==> config.mk <==
export PLATFORM = sky130hd
export DESIGN_NAME = spi_master_ctl
export DESIGN_NICKNAME = d
export VERILOG_FILES = /design/src/rtl/spim_pkg.sv /design/src/rtl/spim_baud.sv /design/src/rtl/spim_shifter.sv /design/src/rtl/spim_pinmux.sv /design/src/rtl/spi_master_ctl.sv
export SDC_FILE = /design/constraint.sdc
export NUM_CORES = 1
export LEC_CHECK = 0
export BUFFER_PORTS_ARGS = -buffer_cell sky130_fd_sc_hd__buf_4
export CAP_MARGIN = 30
export CORE_UTILIZATION = 50
export DETAILED_ROUTE_END_ITERATION = 8
export GPL_TIMING_DRIVEN = 0
export PLACE_DENSITY = 0.75
export SYNTH_ARGS = -nofsm -noshare
export SYNTH_HDL_FRONTEND = slang
export SYNTH_HIERARCHICAL = 1
export SYNTH_SLANG_ARGS = --single-unit
==> constraint.sdc <==
create_clock -name clk -period 2.65 [get_ports clk]
set_input_delay 0.53 -clock clk [delete_from_list [all_inputs] [get_ports clk]]
set_output_delay 0.53 -clock clk [all_outputs]
set_load 0.05 [all_outputs]
==> src/rtl/spim_pkg.sv <==
package spim_pkg;
    localparam int CFG_W   = 16;
    localparam int BYTE_W  = 8;
    localparam int PRESC_W = 8;

    typedef struct packed {
        logic               route_int;
        logic               irq_en;
        logic               enable;
        logic               stream;
        logic               same_edge;
        logic               sck_inv;
        logic               cs_high;
        logic               lsb_first;
        logic [PRESC_W-1:0] presc;
    } spim_cfg_t;

    typedef enum logic [1:0] {
        ST_IDLE  = 2'd0,
        ST_SHIFT = 2'd1,
        ST_TAIL  = 2'd2,
        ST_HOLD  = 2'd3
    } spim_state_t;

    localparam logic [CFG_W-1:0] CFG_RESET = 16'h0002;
endpackage

==> src/rtl/spim_baud.sv <==
module spim_baud #(
    parameter int PRESC_W = 8
) (
    input  logic               clk,
    input  logic               rst_n,
    input  logic               run,
    input  logic [PRESC_W-1:0] presc,
    output logic               tick
);
    logic [PRESC_W-1:0] cnt_q;
    logic [PRESC_W-1:0] limit;

    assign limit = (presc == '0) ? PRESC_W'(1) : presc;
    assign tick  = run && (cnt_q >= limit);

    always_ff @(posedge clk or negedge rst_n) begin
        if (!rst_n) begin
            cnt_q <= '0;
        end else if (!run || tick) begin
            cnt_q <= '0;
        end else begin
            cnt_q <= cnt_q + 1'b1;
        end
    end

    // divider count never passes its limit while a byte is in flight
    assert_cnt_bound_R2: assert property (@(posedge clk) disable iff (!rst_n)
        run |-> (cnt_q <= limit));
endmodule

==> src/rtl/spim_shifter.sv <==
module spim_shifter #(
    parameter int W = 8
) (
    input  logic         clk,
    input  logic         rst_n,
    input  logic         load,
    input  logic [W-1:0] load_val,
    input  logic         lsb_first,
    input  logic         same_edge,
    input  logic         lead_en,
    input  logic         trail_en,
    input  logic         miso,
    output logic         mosi_bit,
    output logic [W-1:0] sr
);
    logic [W-1:0] sr_q;
    logic         samp_q;
    logic         in_bit;

    assign in_bit   = same_edge ? miso : samp_q;
    assign mosi_bit = lsb_first ? sr_q[0] : sr_q[W-1];
    assign sr       = sr_q;

    always_ff @(posedge clk or negedge rst_n) begin
        if (!rst_n) begin
            sr_q   <= '0;
            samp_q <= 1'b0;
        end else begin
            if (lead_en) begin
                samp_q <= miso;
            end
            if (load) begin
                sr_q <= load_val;
            end else if (trail_en) begin
                if (lsb_first) begin
                    sr_q <= {in_bit, sr_q[W-1:1]};
                end else begin
                    sr_q <= {sr_q[W-2:0], in_bit};
                end
            end
        end
    end

    // the shift register moves only on a load or a trailing edge
    assert_shift_hold_R3: assert property (@(posedge clk) disable iff (!rst_n)
        (!load && !trail_en) |=> $stable(sr_q));
endmodule

==> src/rtl/spim_pinmux.sv <==
module spim_pinmux (
    input  logic route_int,
    input  logic cs_high,
    input  logic sck_inv,
    input  logic cs_act,
    input  logic sck_base,
    input  logic mosi_bit,
    input  logic ext_miso,
    input  logic int_miso,
    output logic ext_sck,
    output logic ext_cs,
    output logic ext_mosi,
    output logic int_sck,
    output logic int_cs,
    output logic int_mosi,
    output logic miso
);
    logic cs_lvl;
    logic cs_idle;
    logic sck_lvl;

    assign cs_lvl  = cs_high ? cs_act : ~cs_act;
    assign cs_idle = ~cs_high;
    assign sck_lvl = sck_base ^ sck_inv;

    always_comb begin
        if (route_int) begin
            int_sck  = sck_lvl;
            int_cs   = cs_lvl;
            int_mosi = mosi_bit;
            ext_sck  = sck_inv;
            ext_cs   = cs_idle;
            ext_mosi = 1'b0;
            miso     = int_miso;
        end else begin
            ext_sck  = sck_lvl;
            ext_cs   = cs_lvl;
            ext_mosi = mosi_bit;
            int_sck  = sck_inv;
            int_cs   = cs_idle;
            int_mosi = 1'b0;
            miso     = ext_miso;
        end
    end
endmodule

==> src/rtl/spi_master_ctl.sv <==
module spi_master_ctl
    import spim_pkg::*;
#(
    parameter int W = BYTE_W
) (
    input  logic             clk,
    input  logic             rst_n,
    input  logic             bus_wr,
    input  logic             bus_rd,
    input  logic             bus_addr,
    input  logic [CFG_W-1:0] bus_wdata,
    output logic [CFG_W-1:0] bus_rdata,
    output logic             bus_stall,
    output logic             irq,
    output logic             ext_sck,
    output logic             ext_cs,
    output logic             ext_mosi,
    input  logic             ext_miso,
    output logic             int_sck,
    output logic             int_cs,
    output logic             int_mosi,
    input  logic             int_miso
);
    localparam int EDGES  = 2 * W;
    localparam int EDGE_W = $clog2(EDGES) + 1;
    localparam logic [EDGE_W-1:0] EDGE_LAST = EDGE_W'(EDGES - 1);

    spim_cfg_t   cfg_q;
    spim_state_t state_q, state_d;
    logic [EDGE_W-1:0] edge_q;
    logic         sck_q;
    logic [W-1:0] rx_q;
    logic         irq_q;
    logic         tick, busy, start, data_acc, lead, trail, last_edge, finish;
    logic         cs_act, mosi_bit, mosi_gated, miso;
    logic [W-1:0] sr;

    assign busy      = (state_q == ST_SHIFT) || (state_q == ST_TAIL);
    assign data_acc  = (bus_wr || bus_rd) && bus_addr;
    assign start     = bus_wr && bus_addr && cfg_q.enable &&
                       ((state_q == ST_IDLE) || (state_q == ST_HOLD));
    assign lead      = (state_q == ST_SHIFT) && tick && !sck_q;
    assign trail     = (state_q == ST_SHIFT) && tick && sck_q;
    assign last_edge = trail && (edge_q == EDGE_LAST);
    assign finish    = (state_q == ST_TAIL) && tick;

    // setup register
    always_ff @(posedge clk or negedge rst_n) begin
        if (!rst_n) begin
            cfg_q <= spim_cfg_t'(CFG_RESET);
        end else if (bus_wr && !bus_addr) begin
            cfg_q <= spim_cfg_t'(bus_wdata);
        end
    end

    // state register
    always_ff @(posedge clk or negedge rst_n) begin
        if (!rst_n) begin
            state_q <= ST_IDLE;
        end else begin
            state_q <= state_d;
        end
    end

    // next state
    always_comb begin
        state_d = state_q;
        unique case (state_q)
            ST_IDLE:  if (start) state_d = ST_SHIFT;
            ST_SHIFT: if (last_edge) state_d = ST_TAIL;
            ST_TAIL:  if (finish) state_d = cfg_q.stream ? ST_HOLD : ST_IDLE;
            ST_HOLD: begin
                if (!cfg_q.stream) state_d = ST_IDLE;
                else if (start)    state_d = ST_SHIFT;
            end
            default:  state_d = ST_IDLE;
        endcase
        if (!cfg_q.enable) state_d = ST_IDLE;
    end

    // outputs: bit clock, edge count, received byte, interrupt
    always_ff @(posedge clk or negedge rst_n) begin
        if (!rst_n) begin
            sck_q  <= 1'b0;
            edge_q <= '0;
            rx_q   <= '0;
            irq_q  <= 1'b0;
        end else begin
            if (state_q != ST_SHIFT) begin
                sck_q  <= 1'b0;
                edge_q <= '0;
            end else if (tick) begin
                sck_q  <= ~sck_q;
                edge_q <= edge_q + 1'b1;
            end
            if (finish) begin
                rx_q <= sr;
            end
            if (finish && cfg_q.irq_en) begin
                irq_q <= 1'b1;
            end else if (data_acc) begin
                irq_q <= 1'b0;
            end
        end
    end

    assign cs_act     = (state_q != ST_IDLE);
    assign mosi_gated = busy && mosi_bit;
    assign bus_stall  = bus_rd && bus_addr && busy;
    assign bus_rdata  = bus_addr ? {{(CFG_W-W){1'b0}}, rx_q} : CFG_W'(cfg_q);
    assign irq        = irq_q;

    spim_baud #(.PRESC_W(PRESC_W)) u_baud (
        .clk   (clk),
        .rst_n (rst_n),
        .run   (busy),
        .presc (cfg_q.presc),
        .tick  (tick)
    );

    spim_shifter #(.W(W)) u_shift (
        .clk       (clk),
        .rst_n     (rst_n),
        .load      (start),
        .load_val  (bus_wdata[W-1:0]),
        .lsb_first (cfg_q.lsb_first),
        .same_edge (cfg_q.same_edge),
        .lead_en   (lead),
        .trail_en  (trail),
        .miso      (miso),
        .mosi_bit  (mosi_bit),
        .sr        (sr)
    );

    spim_pinmux u_pins (
        .route_int (cfg_q.route_int),
        .cs_high   (cfg_q.cs_high),
        .sck_inv   (cfg_q.sck_inv),
        .cs_act    (cs_act),
        .sck_base  (sck_q),
        .mosi_bit  (mosi_gated),
        .ext_miso  (ext_miso),
        .int_miso  (int_miso),
        .ext_sck   (ext_sck),
        .ext_cs    (ext_cs),
        .ext_mosi  (ext_mosi),
        .int_sck   (int_sck),
        .int_cs    (int_cs),
        .int_mosi  (int_mosi),
        .miso      (miso)
    );

    // unused external group rests idle when routed inside
    assert_ext_idle_R10: assert property (@(posedge clk) disable iff (!rst_n)
        cfg_q.route_int |-> (ext_cs == !cfg_q.cs_high && ext_sck == cfg_q.sck_inv && !ext_mosi));

    // clearing stream in the hold state releases the select next cycle
    assert_hold_exit_R8: assert property (@(posedge clk) disable iff (!rst_n)
        (state_q == ST_HOLD && !cfg_q.stream) |=> (state_q == ST_IDLE));

    // interrupt only rises when enabled
    assert_irq_gate_R12: assert property (@(posedge clk) disable iff (!rst_n)
        $rose(irq) |-> $past(cfg_q.irq_en));

    // the closing half period sees the clock back at idle
    assert_tail_idle_R6: assert property (@(posedge clk) disable iff (!rst_n)
        (state_q == ST_TAIL) |-> !sck_q);
endmodule

; Word level (Yosys, flattened, before mapping)
; Cells that the tools add are included.
[word_totals]
reg_bits = 50
output_inout_bits = 24
wordCells = 89
[op_classes]
addsub = 2
magnitude_cmp = 1
eq_ne = 7
mux = 29
bitwise = 4
reduce_logical = 29
[ops]
columns = cell, n
row1 = $mux W8, 5
row2 = $mux W16, 1
row3 = $logic_and A1 B1 Y1, 15
row4 = $mux W1, 14
row5 = $mux W2, 6
row6 = $mux W5, 2
row7 = $add A8 B1 Y8 const B, 1
row8 = $ge A8 B8 Y1, 1
row9 = $logic_not A8 Y1, 1
row10 = $pmux W2 S4, 1
row11 = $reduce_bool A2 Y1, 4
row12 = $ne A3 B3 Y1 const B, 2
row13 = $add A5 B1 Y5 const B, 1
row14 = $eq A5 B4 Y1 const B, 1
row15 = $eq A2 B2 Y1 const B, 2
row16 = $logic_or A1 B1 Y1, 4
row17 = $logic_not A1 Y1, 3
row18 = $not A1 Y1, 3
row19 = $eq A2 B1 Y1 const B, 1
row20 = $logic_not A2 Y1, 1
row21 = $ne A2 B1 Y1 const B, 1
row22 = $reduce_and A2 Y1, 1
row23 = $xor A1 B1 Y1, 1

; Longest topological paths before layout
; Gate-level depths: netlist (run 1).
[logic_depth]
ltp_word = 10
depth_mapped = 13

; Hierarchy
; Netlist (run 1), hierarchy kept.
[modules_own_cells]
columns = module, n_inst, cells_each, area_per_inst_um2, seq_area_each_um2
row1 = spi_master_ctl, 1, 129, 1656.6, 827.0
row2 = spim_baud, 1, 61, 580.6, 200.2
row3 = spim_shifter, 1, 49, 525.5, 225.2
row4 = spim_pinmux, 1, 11, 78.8, 0.0

; Worst setup path after synthesis (run 1)
; Ideal clock, no wire load.
[synth_timing]
path_kind = register to register
start = register cfg_q[2] in the netlist's numbering
end = register u_shift.sr_q[1] (netlist: u_shift/sr[1])
setup_ps = 118
arrival_ps = 2504
required_time_ps = 2532
slack_ps = 28
stages_incl_launch_ff = 14
path_buffers = 2
synth_period_minus_slack_ps = 2622
cell_sequence = dfrtp_1 > nor4_1 > a41o_1 > ha_1 > nand2b_1 > a31oi_2 > nor3_1 > o21a_1 > buf_2 > and3_2 > buf_6 > nor2_1 > a211oi_1 > a21o_1
[synth_via]
elab_chain_len = 7
[synth_lines]
columns = item, line
row1 = start: declaration, spi_master_ctl.sv:28  ; spim_cfg_t cfg_q;
row2 = start signal: assignment, spi_master_ctl.sv:50  ; cfg_q <= spim_cfg_t'(CFG_RESET);
row3 = start signal: assignment, spi_master_ctl.sv:52  ; cfg_q <= spim_cfg_t'(bus_wdata);
row4 = $logic_not A8 Y1, spim_baud.sv:13  ; assign limit = (presc == '0) ? PRESC_W'(1) : presc;
row5 = $mux W8 (*), spim_baud.sv:13
row6 = $ge A8 B8 Y1 (*), spim_baud.sv:14  ; assign tick = run && (cnt_q >= limit);
row7 = $logic_and A1 B1 Y1 (*), spim_baud.sv:14
row8 = net tick, spi_master_ctl.sv:34  ; logic tick, busy, start, data_acc, lead, trail, last_edge, finish;
row9 = $logic_and A1 B1 Y1 (*) (2 in a row), spi_master_ctl.sv:43  ; assign trail = (state_q == ST_SHIFT) && tick && sck_q;
row10 = net trail, spi_master_ctl.sv:34
row11 = $reduce_bool A2 Y1 (no source line) (*), n/a
row12 = end signal: assignment, spim_shifter.sv:33  ; sr_q <= load_val;
row13 = end signal: assignment, spim_shifter.sv:36  ; sr_q <= {in_bit, sr_q[W-1:1]};
row14 = end signal: assignment, spim_shifter.sv:38  ; sr_q <= {sr_q[W-2:0], in_bit};
row15 = end: declaration, spim_shifter.sv:16  ; logic [W-1:0] sr_q;
; The timed path passes the listed nets; every way through them passes the cells marked *.
; A chain may end at the register's enable or synchronous reset.

; Worst setup path after layout (run 1)
[layout_timing]
start = register cfg_q[1] in the netlist's numbering
end = register u_shift.sr_q[2] (netlist: u_shift/sr[2])
; The elaborated chain is that of the path after synthesis.

==> results.sh, run 1 <==
export IMPL_cts_made_buffers=5
export IMPL_critPathMaxStageDelay_ns=0.55
export IMPL_path_clk_slew_ns=0.09
export IMPL_cts_htree_levels=2
export IMPL_gr_total_overflow=0
export IMPL_clock_sinks=50
export IMPL_clk_path_buf_depth=2
export IMPL_synthFlopType="dfrtp_1"
export IMPL_synth_edf_count=0
export IMPL_critical_path_endpoint_type="register"
export IMPL_power_density_nw_per_um2=593
export IMPL_p_sw_w=0.000722
export IMPL_root_buffer="clkbuf_8"
export IMPL_drc=0
export IMPL_fmax_ghz=0.381
export IMPL_dp_hpwl_um=4180
export IMPL_layout_drive_gt1_share_pct=35.6
export IMPL_initial_core_util_pct=51.6
export IMPL_synth_top_cell_area_share_pct=43.2
export IMPL_routed_wl_um=5900
export IMPL_p_leak_nw=1.75
export IMPL_die_x_um=77.4
export IMPL_synth_common_cells="dfrtp_1 (49), mux2_2 (21), ha_1 (16), mux2_1 (15), nor2_1 (15)"
export IMPL_antenna_found_initial=0
export IMPL_syn_area_um2=2840
export IMPL_cts_tree="built"
export IMPL_crit_type="register to register"
export IMPL_required_ns=2.89
export IMPL_reg2reg_to="u_shift/sr[2]"
export IMPL_grt_pass1_vias=2022
export IMPL_drt_pass1_iterations=6
export IMPL_r2r_start="cfg_q[1]"
export IMPL_pwr_share_comb_pct=32.4
export IMPL_p_sw_share_pct=34.5
export IMPL_ant_nets=0
export IMPL_cap_violations=0
export IMPL_yosys_warnings=6
export IMPL_grtUsageTotal_pct=20.7
export IMPL_layout_min_cycle_time_ns=2.62
export IMPL_hold_viol=0
export IMPL_critPathArrivalTime_ns=2.87
export IMPL_intPower_w=0.00137
export IMPL_reg2reg_slack_ns=0.03
export IMPL_tightestPinTransition_ns=0.642
export IMPL_pwr_share_seq_pct=45.7
export IMPL_yosys_cell_count_top_type="dfrtp_1"
export IMPL_vdd_drop_max_v=0.000335
export IMPL_whs_ns=0.246
export IMPL_hold_path_class="input port to async pin"
export IMPL_setup_viol=0
export IMPL_synthArstFlopShare_pct=100
export IMPL_nets=350
export IMPL_yosysUniqueCellTypes=45
export IMPL_crit_path_start_kind="register"
export IMPL_worstRegToRegCells=12
export IMPL_grt_pass1_wl_um=9510
export IMPL_synthCells=250
export IMPL_instances_no_fill=384
export IMPL_finalCritPeriodShare_pct=99.0
export IMPL_antenna_cells=0
export IMPL_critPathMaxFanout=7
export IMPL_fp_dieH_um=77.4
export IMPL_core_um2=5510
export IMPL_ys_seq_area_share_pct=44.1
export IMPL_dieArea_um2=5990
export IMPL_critPathLaunch="cfg_q[1]"
export IMPL_drt_iter0_markers=76
export IMPL_synth_area_top_cells="dfrtp_1 (43%), mux2_2 (8.3%), ha_1 (7.0%)"
export IMPL_cp_slowest_cell="dfstp_2"
export IMPL_vias=2032
export IMPL_dp_cells=368
export IMPL_cp_cell_sequence="inv_1 -> a41o_1 -> ha_1 -> nand2b_4 -> a31oi_4 -> nor3_2 -> o21a_1 -> buf_6 -> and3_4 -> clkbuf_16 -> a211oi_2 -> a21o_1"
export IMPL_clockPowerShare_pct=21.9
export IMPL_numPortBuffers=46
export IMPL_clk_latency_ns=0.30
export IMPL_wl_per_cell_um=15.4
export IMPL_io_pins=47
export IMPL_grt_max_degree=51
export IMPL_yosys_area_top_type="dfrtp_1"
export IMPL_syn2layout_area_growth_pct=24.2
export IMPL_rsz0062_at_grt="true"
export IMPL_crit_path_end="u_shift/sr[2]"
export IMPL_fin_skew_ns=0.00724
export IMPL_gp_routability_congestion=0.785
export IMPL_max_slew_margin_pct=57.2
export IMPL_synth_fp_nets=289
export IMPL_finalMaxSlewViolations=0
export IMPL_ys_ff_latch=50
export IMPL_outcome="complete, no violations"
export IMPL_synth_avg_cell_area_um2=11.4
export IMPL_avgViaCountPerCell=5.29
export IMPL_num_rows=27
==> flip-flops by register name (all words and copies together), names as in the netlist <==
| name | flops |
|---|---|
| state_q | 2 |
| irq | 1 |
| cfg_q | 16 |
| sck_q | 1 |
| rx_q | 8 |
| u_shift/samp_q | 1 |
| u_shift/sr | 8 |
| edge_q | 5 |
| u_baud/cnt_q | 8 |
==> metal layers <==
layer  track usage (%)  share of wire [%]  up-vias
met5                 0                  0        -
met4              6.23                1.1        0
met3              3.76                3.1        5
met2              36.4                 50       37
met1              25.9                 46      996
li1                  -                  -      994
==> layout make-up <==
cell class | count | area [um2]
fillers | 451 | 1980
multi-input cells | 176 | 1540
flip-flops and latches | 50 | 1250
repair buffers | 54 | 423
well taps | 72 | 90.1
clock buffers | 7 | 86.3
plain buffers | 10 | 83.8
inverters | 14 | 52.6
clock inverters | 1 | 5.00
==> stage by stage <==
step,worst slack (ns),utilization [%],total power [W],TNS (ns),instance area [um2]
after floorplan,0.0276,-,0.00140,0,2840
after global placement,-0.208,59.5,0.00157,-1.40,3280
after detailed placement,-0.211,59.5,0.00159,-1.81,3280
after CTS,0.00773,61.9,0.00207,0,3410
after global routing,-0.121,64.1,0.00221,-1.41,3530
final,0.0265,64.1,0.00209,0,3530
==> critical path, delay by kind of cell, from the launching register on <==
family          cells  cell delay, ns
simple gates        3            0.38
fa+ha+maj           1            0.28
buf+inv             3            0.37
compound gates      5            0.97
flops               1            0.55
==> power groups by stage <==
stage	registers (W)	clock network, W	logic [W]
final	0.000957	0.000459	0.000678
after CTS	0.000950	0.000475	0.000642
after global routing	0.000970	0.000504	0.000731
after detailed placement	0.000966	0	0.000623
after global placement	0.000962	0	0.000613
after floorplan	0.000933	0	0.000464
==> what timing repair did <==
| action | CTS | global route |
|---|---|---|
| buffers inserted | 1 | 6 |
| gates cloned | 0 | 1 |
| resized for setup | 7 | 12 |
| setup endpoints to repair | 16 | 16 |
| pin swaps | 3 | 8 |
| hold buffers | 0 | 0 |
| endpoints found under the hold margin | 0 | 0 |
==> placed cells by master (no fill, tap or decap), types with 6 or more instances in the layout <==
master,instances
buf_4,55
dfrtp_1,49
mux2_2,21
ha_1,16
mux2_1,15
inv_1,14
nor2_1,13
nor2b_1,12
mux2i_1,9
nand2_1,8
xor2_1,8
a21o_1,7
xnor2_1,6
clkbuf_8,6
==> logic make-up after synthesis <==
logic type	share of synthesized area, %
compound gates	10.3
xor+xnor	4.32
fa+ha+maj	7.05
buf+inv	4.45
flops	44.1
mux	17.4
simple gates	12.3
==> worst min path at each step <==
stage | startpoint | to | slack (ns)
final | rst_n | cfg_q[11] | 0.25
after detailed placement | irq | irq | 0.48
after global placement | irq | irq | 0.48
after floorplan | rst_n | cfg_q[0] | 0.23
after global routing | rst_n | cfg_q[10] | 0.29
after CTS | rst_n | cfg_q[10] | 0.26
(Power assumes the default switching activity.)
==> inputs of run 2 (changes only) <==
--- a/config.mk
+++ b/config.mk
@@ -10,7 +10,7 @@
 export CORE_UTILIZATION = 50
 export DETAILED_ROUTE_END_ITERATION = 8
 export GPL_TIMING_DRIVEN = 0
-export PLACE_DENSITY = 0.75
+export PLACE_DENSITY = 0.72
 export SYNTH_ARGS = -nofsm -noshare
 export SYNTH_HDL_FRONTEND = slang
 export SYNTH_HIERARCHICAL = 1
==> constraint.sdc (replaced) <==
create_clock -name clk -period 3.3 [get_ports clk]
set_input_delay 0.66 -clock clk [delete_from_list [all_inputs] [get_ports clk]]
set_output_delay 0.66 -clock clk [all_outputs]
set_load 0.05 [all_outputs]
==> run 2 against run 1 <==
  * Core utilization down 2.9 points
  * Clock-buffer cell count down 2
  * Final cell count down 2.1%
  * Sequential share of layout area up 1.7 points
  * Combinational power down 27%
  * Setup slack better by 0.30 ns
==> results.sh, run 2 (synthesis results as in run 1) <==
export IMPL_outcome="complete, no violations"
export IMPL_drt_iter0_markers=40
export IMPL_final_common_cell="dfrtp_1"
export IMPL_dieArea_um2=5990
export IMPL_layout_min_cycle_time_ns=2.98
export IMPL_fp_dieH_um=77.4
export IMPL_ant_nets=0
export IMPL_die_x_um=77.4
export IMPL_r2r_start="cfg_q[2]"
export IMPL_fin_skew_ns=0.0105
export IMPL_layout_drive_gt1_share_pct=30.9
export IMPL_whs_ns=0.356
export IMPL_cts_htree_levels=2
export IMPL_largest_register_ffs=16
export IMPL_clk_latency_ns=0.31
export IMPL_reg2reg_to="u_shift/sr[3]"
export IMPL_initial_core_util_pct=51.6
export IMPL_root_buffer="clkbuf_8"
export IMPL_setup_viol=0
export IMPL_core_um2=5510
export IMPL_instances_no_fill=376
export IMPL_required_ns=3.55
export IMPL_critical_path_endpoint_type="register"
export IMPL_clock_sinks=50
export IMPL_drt_pass1_iterations=5
export IMPL_hold_viol=0
export IMPL_dp_hpwl_um=4110
export IMPL_largest_register="cfg_q"
export IMPL_utilization_pct=61.1
export IMPL_grt_pass1_vias=1991
export IMPL_dp_cells=368
export IMPL_postCtsHoldBufs=0
export IMPL_crit_family="compound AO/OA/AOI/OAI gates"
export IMPL_nets=342
export IMPL_vias=1998
export IMPL_multi_input_area_um2=1460
export IMPL_hold_path_class="input port to async pin"
export IMPL_fmax_ghz=0.336
export IMPL_numPortBuffers=46
export IMPL_fill_cells=496
export IMPL_reg2reg_slack_ns=0.32
export IMPL_gr_total_overflow=0
export IMPL_critPathMaxFanout=10
export IMPL_cp_cell_sequence="nor4_1 -> a41o_1 -> ha_1 -> nand2b_1 -> a31oi_2 -> nor3_1 -> o21a_1 -> buf_2 -> and3_2 -> buf_6 -> a211oi_1 -> a21o_1"
export IMPL_path_clk_slew_ns=0.10
export IMPL_critPathMaxStageDelay_ns=0.43
export IMPL_finalCritPeriodShare_pct=90.2
export IMPL_power_density_nw_per_um2=481
export IMPL_num_rows=27
export IMPL_cts_resized=0
export IMPL_max_slew_margin_pct=58.9
export IMPL_routed_wl_um=5600
export IMPL_critPathArrivalTime_ns=3.22
export IMPL_clk_path_buf_depth=2
export IMPL_post_cts_buffers=0
export IMPL_cap_violations=0
export IMPL_grt_max_degree=51
export IMPL_cp_slowest_cell="dfrtp_1"
export IMPL_regArea_um2=1250
export IMPL_drc=0
export IMPL_finalPower_w=0.00162
export IMPL_cts_tree="built"
export IMPL_grt_pass1_wl_um=9720
export IMPL_antenna_cells=0
export IMPL_cts_made_buffers=5
export IMPL_fin_setup_tns_ns=0
export IMPL_wl_per_cell_um=14.9
export IMPL_syn2layout_area_growth_pct=18.5
export IMPL_cp_num_buf_inv=2
export IMPL_worstRegToRegCells=12
export IMPL_gp_routability_congestion=0.782
export IMPL_vdd_drop_max_v=0.000294
export IMPL_finalMaxSlewViolations=0
export IMPL_io_pins=47
export IMPL_crit_type="register to register"
export IMPL_antenna_found_initial=0
export IMPL_grtUsageTotal_pct=21.0
export IMPL_layout_common_cells="dfrtp_1 (49), buf_4 (48), mux2_2 (21), ha_1 (16)"
export IMPL_crit_path_start_kind="register"
export IMPL_rsz0062_at_grt="false"
export IMPL_tightestPinTransition_ns=0.616
export IMPL_p_leak_nw=1.68
export IMPL_avgViaCountPerCell=5.31
## run 2: cell type report
| cell class | count | share of cell area (%) |
|---|---|---|
| sequential | 50 | 37.2 |
| inverter | 14 | 1.56 |
| clock buffer | 5 | 2.04 |
| clock inverter | 3 | 0.632 |
| timing repair buffer | 46 | 10.3 |
| buffer | 10 | 2.19 |
| tap | 72 | 2.68 |
| multi-input combinational | 176 | 43.4 |
## run 2: where the power goes
part	switching [W]	internal (W)	leakage, nW	total (W)
clock	0.000209	0.000149	0.0441	0.000358
sequential	0.0000764	0.000688	0.640	0.000764
combinational	0.000284	0.000215	0.993	0.000498
## run 2: routing by layer
layer	up-vias	track usage, %	wire length (um)
li1	976	-	-
met1	970	27.7	2560
met3	6	3.53	201
met5	-	0	0
met2	46	35.2	2780
met4	0	6.23	53
## run 2: worst max path at each step
stage	to	slack (ns)	depth (start not counted)	start
final	u_shift/sr[3]	0.32	12	cfg_q[2]
after global routing	u_shift/sr[3]	0.14	12	cfg_q[2]
after CTS	u_shift/sr[2]	0.33	12	cfg_q[2]
after detailed placement	u_shift/sr[1]	0.38	13	cfg_q[2]
after global placement	u_shift/sr[3]	0.39	12	cfg_q[2]
after floorplan	u_shift/sr[1]	0.68	13	cfg_q[2]
## run 2: through the flow
step / area, um2 / worst slack (ns)
after floorplan: 2840 / 0.678
after global placement: 3280 / 0.391
after detailed placement: 3280 / 0.382
after CTS: 3370 / 0.333
after global routing: 3370 / 0.144
final: 3370 / 0.323
==> inputs of run 3 (changes only) <==
--- a/config.mk
+++ b/config.mk
@@ -7,9 +7,11 @@
 export LEC_CHECK = 0
 export BUFFER_PORTS_ARGS = -buffer_cell sky130_fd_sc_hd__buf_4
 export CAP_MARGIN = 30
+export CORE_ASPECT_RATIO = 1.25
 export CORE_UTILIZATION = 50
 export DETAILED_ROUTE_END_ITERATION = 8
 export GPL_TIMING_DRIVEN = 0
+export HOLD_SLACK_MARGIN = 0.06
 export PLACE_DENSITY = 0.72
 export SYNTH_ARGS = -nofsm -noshare
 export SYNTH_HDL_FRONTEND = slang
==> run 3 against run 2 <==
  * Fmax is 0.74% lower
  * Setup slack worse by 0.022 ns
  * Clock skew is 0.00094 ns higher
  * Die area hardly changed
  * Worst hold slack better by 0.010 ns
  * Via count is 0.15% lower
  * Routed wire length is 2.7% higher
  * Clock-buffer cell count is 2 higher
  * Total power is 2.4% higher
  * Register-to-register slack worse by 0.02 ns
  * Largest cell class unchanged
  * Largest power group unchanged
  * Highest routed layer unchanged
==> results.sh, run 3 (synthesis results as in run 1) <==
export IMPL_reg2reg_to="u_shift/sr[4]"
export IMPL_post_cts_buffers=0
export IMPL_layout_drive_gt1_share_pct=30.9
export IMPL_drc=0
export IMPL_fill_cells=478
export IMPL_whs_ns=0.366
export IMPL_ant_nets=0
export IMPL_grt_max_degree=51
export IMPL_syn2layout_area_growth_pct=18.7
export IMPL_intPower_w=0.00109
export IMPL_tightestPinTransition_ns=0.630
export IMPL_critPathMaxFanout=10
export IMPL_required_ns=3.55
export IMPL_cap_violations=0
export IMPL_avgViaCountPerCell=5.42
export IMPL_io_pins=47
export IMPL_vdd_drop_max_v=0.000368
export IMPL_p_sw_share_pct=34.0
export IMPL_path_clk_slew_ns=0.09
export IMPL_largest_register="cfg_q"
export IMPL_num_rows=30
export IMPL_power_density_nw_per_um2=492
export IMPL_drt_iter0_markers=61
export IMPL_nets=342
export IMPL_cts_made_buffers=5
export IMPL_fin_area_um2=3370
export IMPL_gp_routability_congestion=0.811
export IMPL_hold_viol=0
export IMPL_fin_setup_tns_ns=0
export IMPL_grt_pass1_vias=1973
export IMPL_largest_register_ffs=16
export IMPL_worstRegToRegCells=12
export IMPL_numPortBuffers=46
export IMPL_reg2reg_slack_ns=0.30
export IMPL_root_buffer="clkbuf_8"
export IMPL_pwr_share_comb_pct=30.0
export IMPL_cp_cell_sequence="nor4_1 -> a41o_1 -> ha_1 -> nand2b_1 -> a31oi_2 -> nor3_1 -> o21a_1 -> buf_2 -> and3_2 -> buf_6 -> a211oi_1 -> a21o_1"
export IMPL_cts_htree_levels=2
export IMPL_grtUsageTotal_pct=20.3
export IMPL_grt_pass1_wl_um=9530
export IMPL_dp_hpwl_um=4150
export IMPL_cp_slowest_cell="dfrtp_1"
export IMPL_vias=1995
export IMPL_setup_viol=0
export IMPL_initial_core_util_pct=52.2
export IMPL_clk_latency_ns=0.30
export IMPL_clockPowerShare_pct=23.8
export IMPL_critPathArrivalTime_ns=3.25
export IMPL_routed_wl_um=5750
export IMPL_rsz0062_at_grt="false"
export IMPL_final_common_cell="dfrtp_1"
export IMPL_critPathMaxStageDelay_ns=0.43
export IMPL_place_area_um2=3270
export IMPL_clock_sinks=50
export IMPL_utilization_pct=62.0
export IMPL_finalPower_w=0.00166
export IMPL_postCtsHoldBufs=0
export IMPL_wl_per_cell_um=15.6
export IMPL_finalCritPeriodShare_pct=90.9
export IMPL_layout_min_cycle_time_ns=3.00
export IMPL_core_um2=5440
export IMPL_fp_dieH_um=86.3
export IMPL_cts_tree="built"
export IMPL_antenna_found_initial=0
export IMPL_hold_path_class="input port to async pin"
export IMPL_die_x_um=69.4
export IMPL_antenna_cells=0
export IMPL_layout_common_cells="dfrtp_1 (49), buf_4 (48), mux2_2 (21), ha_1 (16)"
export IMPL_cts_resized=0
export IMPL_p_sw_w=0.000565
export IMPL_fmax_ghz=0.333
export IMPL_crit_type="register to register"
export IMPL_r2r_start="cfg_q[2]"
export IMPL_clk_path_buf_depth=2
export IMPL_p_leak_nw=1.69
export IMPL_dieArea_um2=5990
export IMPL_gr_total_overflow=0
export IMPL_drt_pass1_iterations=4
export IMPL_outcome="complete, no violations"
export IMPL_max_slew_margin_pct=58.0
export IMPL_crit_path_start_kind="register"
export IMPL_finalMaxSlewViolations=0
export IMPL_fin_skew_ns=0.0115
export IMPL_critical_path_endpoint_type="register"
export IMPL_pwr_share_seq_pct=46.2
## run 3: cell count changes in the layout (fill, tap and decap cells not counted)
cell and delta:
clkbuf_8 +2, clkinv_2 -1, clkinvlp_4 -1
## run 3: power groups by stage
| stage | Sequential [W] | Combinational, W | Clock [W] |
|---|---|---|---|
| floorplan | 0.000750 | 0.000373 | 0 |
| global route | 0.000779 | 0.000533 | 0.000433 |
| detailed placement | 0.000779 | 0.000498 | 0 |
| CTS | 0.000768 | 0.000501 | 0.000410 |
| global placement | 0.000776 | 0.000489 | 0 |
| finish | 0.000767 | 0.000497 | 0.000395 |
## run 3: worst max path at each step
stage	from	endpoint	slack [ns]	cells after the start
after global placement	cfg_q[2]	u_shift/sr[4]	0.41	12
after floorplan	cfg_q[2]	u_shift/sr[1]	0.68	13
after CTS	cfg_q[2]	u_shift/sr[4]	0.35	12
after detailed placement	cfg_q[2]	u_shift/sr[1]	0.40	13
after global routing	cfg_q[2]	u_shift/sr[0]	0.11	13
final	cfg_q[2]	u_shift/sr[4]	0.30	12
## run 3: metrics by stage
| stage | instances | setup slack (ns) |
|---|---|---|
| global placement | 360 | 0.409 |
| finish | 368 | 0.301 |
| floorplan | 250 | 0.678 |
| detailed placement | 360 | 0.398 |
| global route | 368 | 0.110 |
| CTS | 368 | 0.354 |
## run 3: cell type report
class,count,area (um2),area share [%]
clock inverter,1,8.76,0.260
inverter,14,52.6,1.56
clock buffer,7,96.3,2.86
multi-input combinational,176,1460,43.4
timing repair buffer,46,345,10.2
sequential,50,1250,37.1
buffer,10,73.8,2.19
tap,64,80.1,2.37
## run 3: metal layers
metal	routed length, um	up-vias	part of all wire (%)	GRT usage (%)
met5	0	-	0	0
met4	89	0	1.5	6.49
met3	276	8	4.8	4.19
met2	2750	56	48	34.2
met1	2640	954	46	26.1
li1	-	977	-	-
## run 3: worst max-delay path: cells and delay by family, from the launching register on
kind / cells / cell delay [ns]
fa+ha+maj: 1 / 0.21
simple gates: 4 / 0.87
compound gates: 5 / 1.08
buf+inv: 2 / 0.36
flops: 1 / 0.43
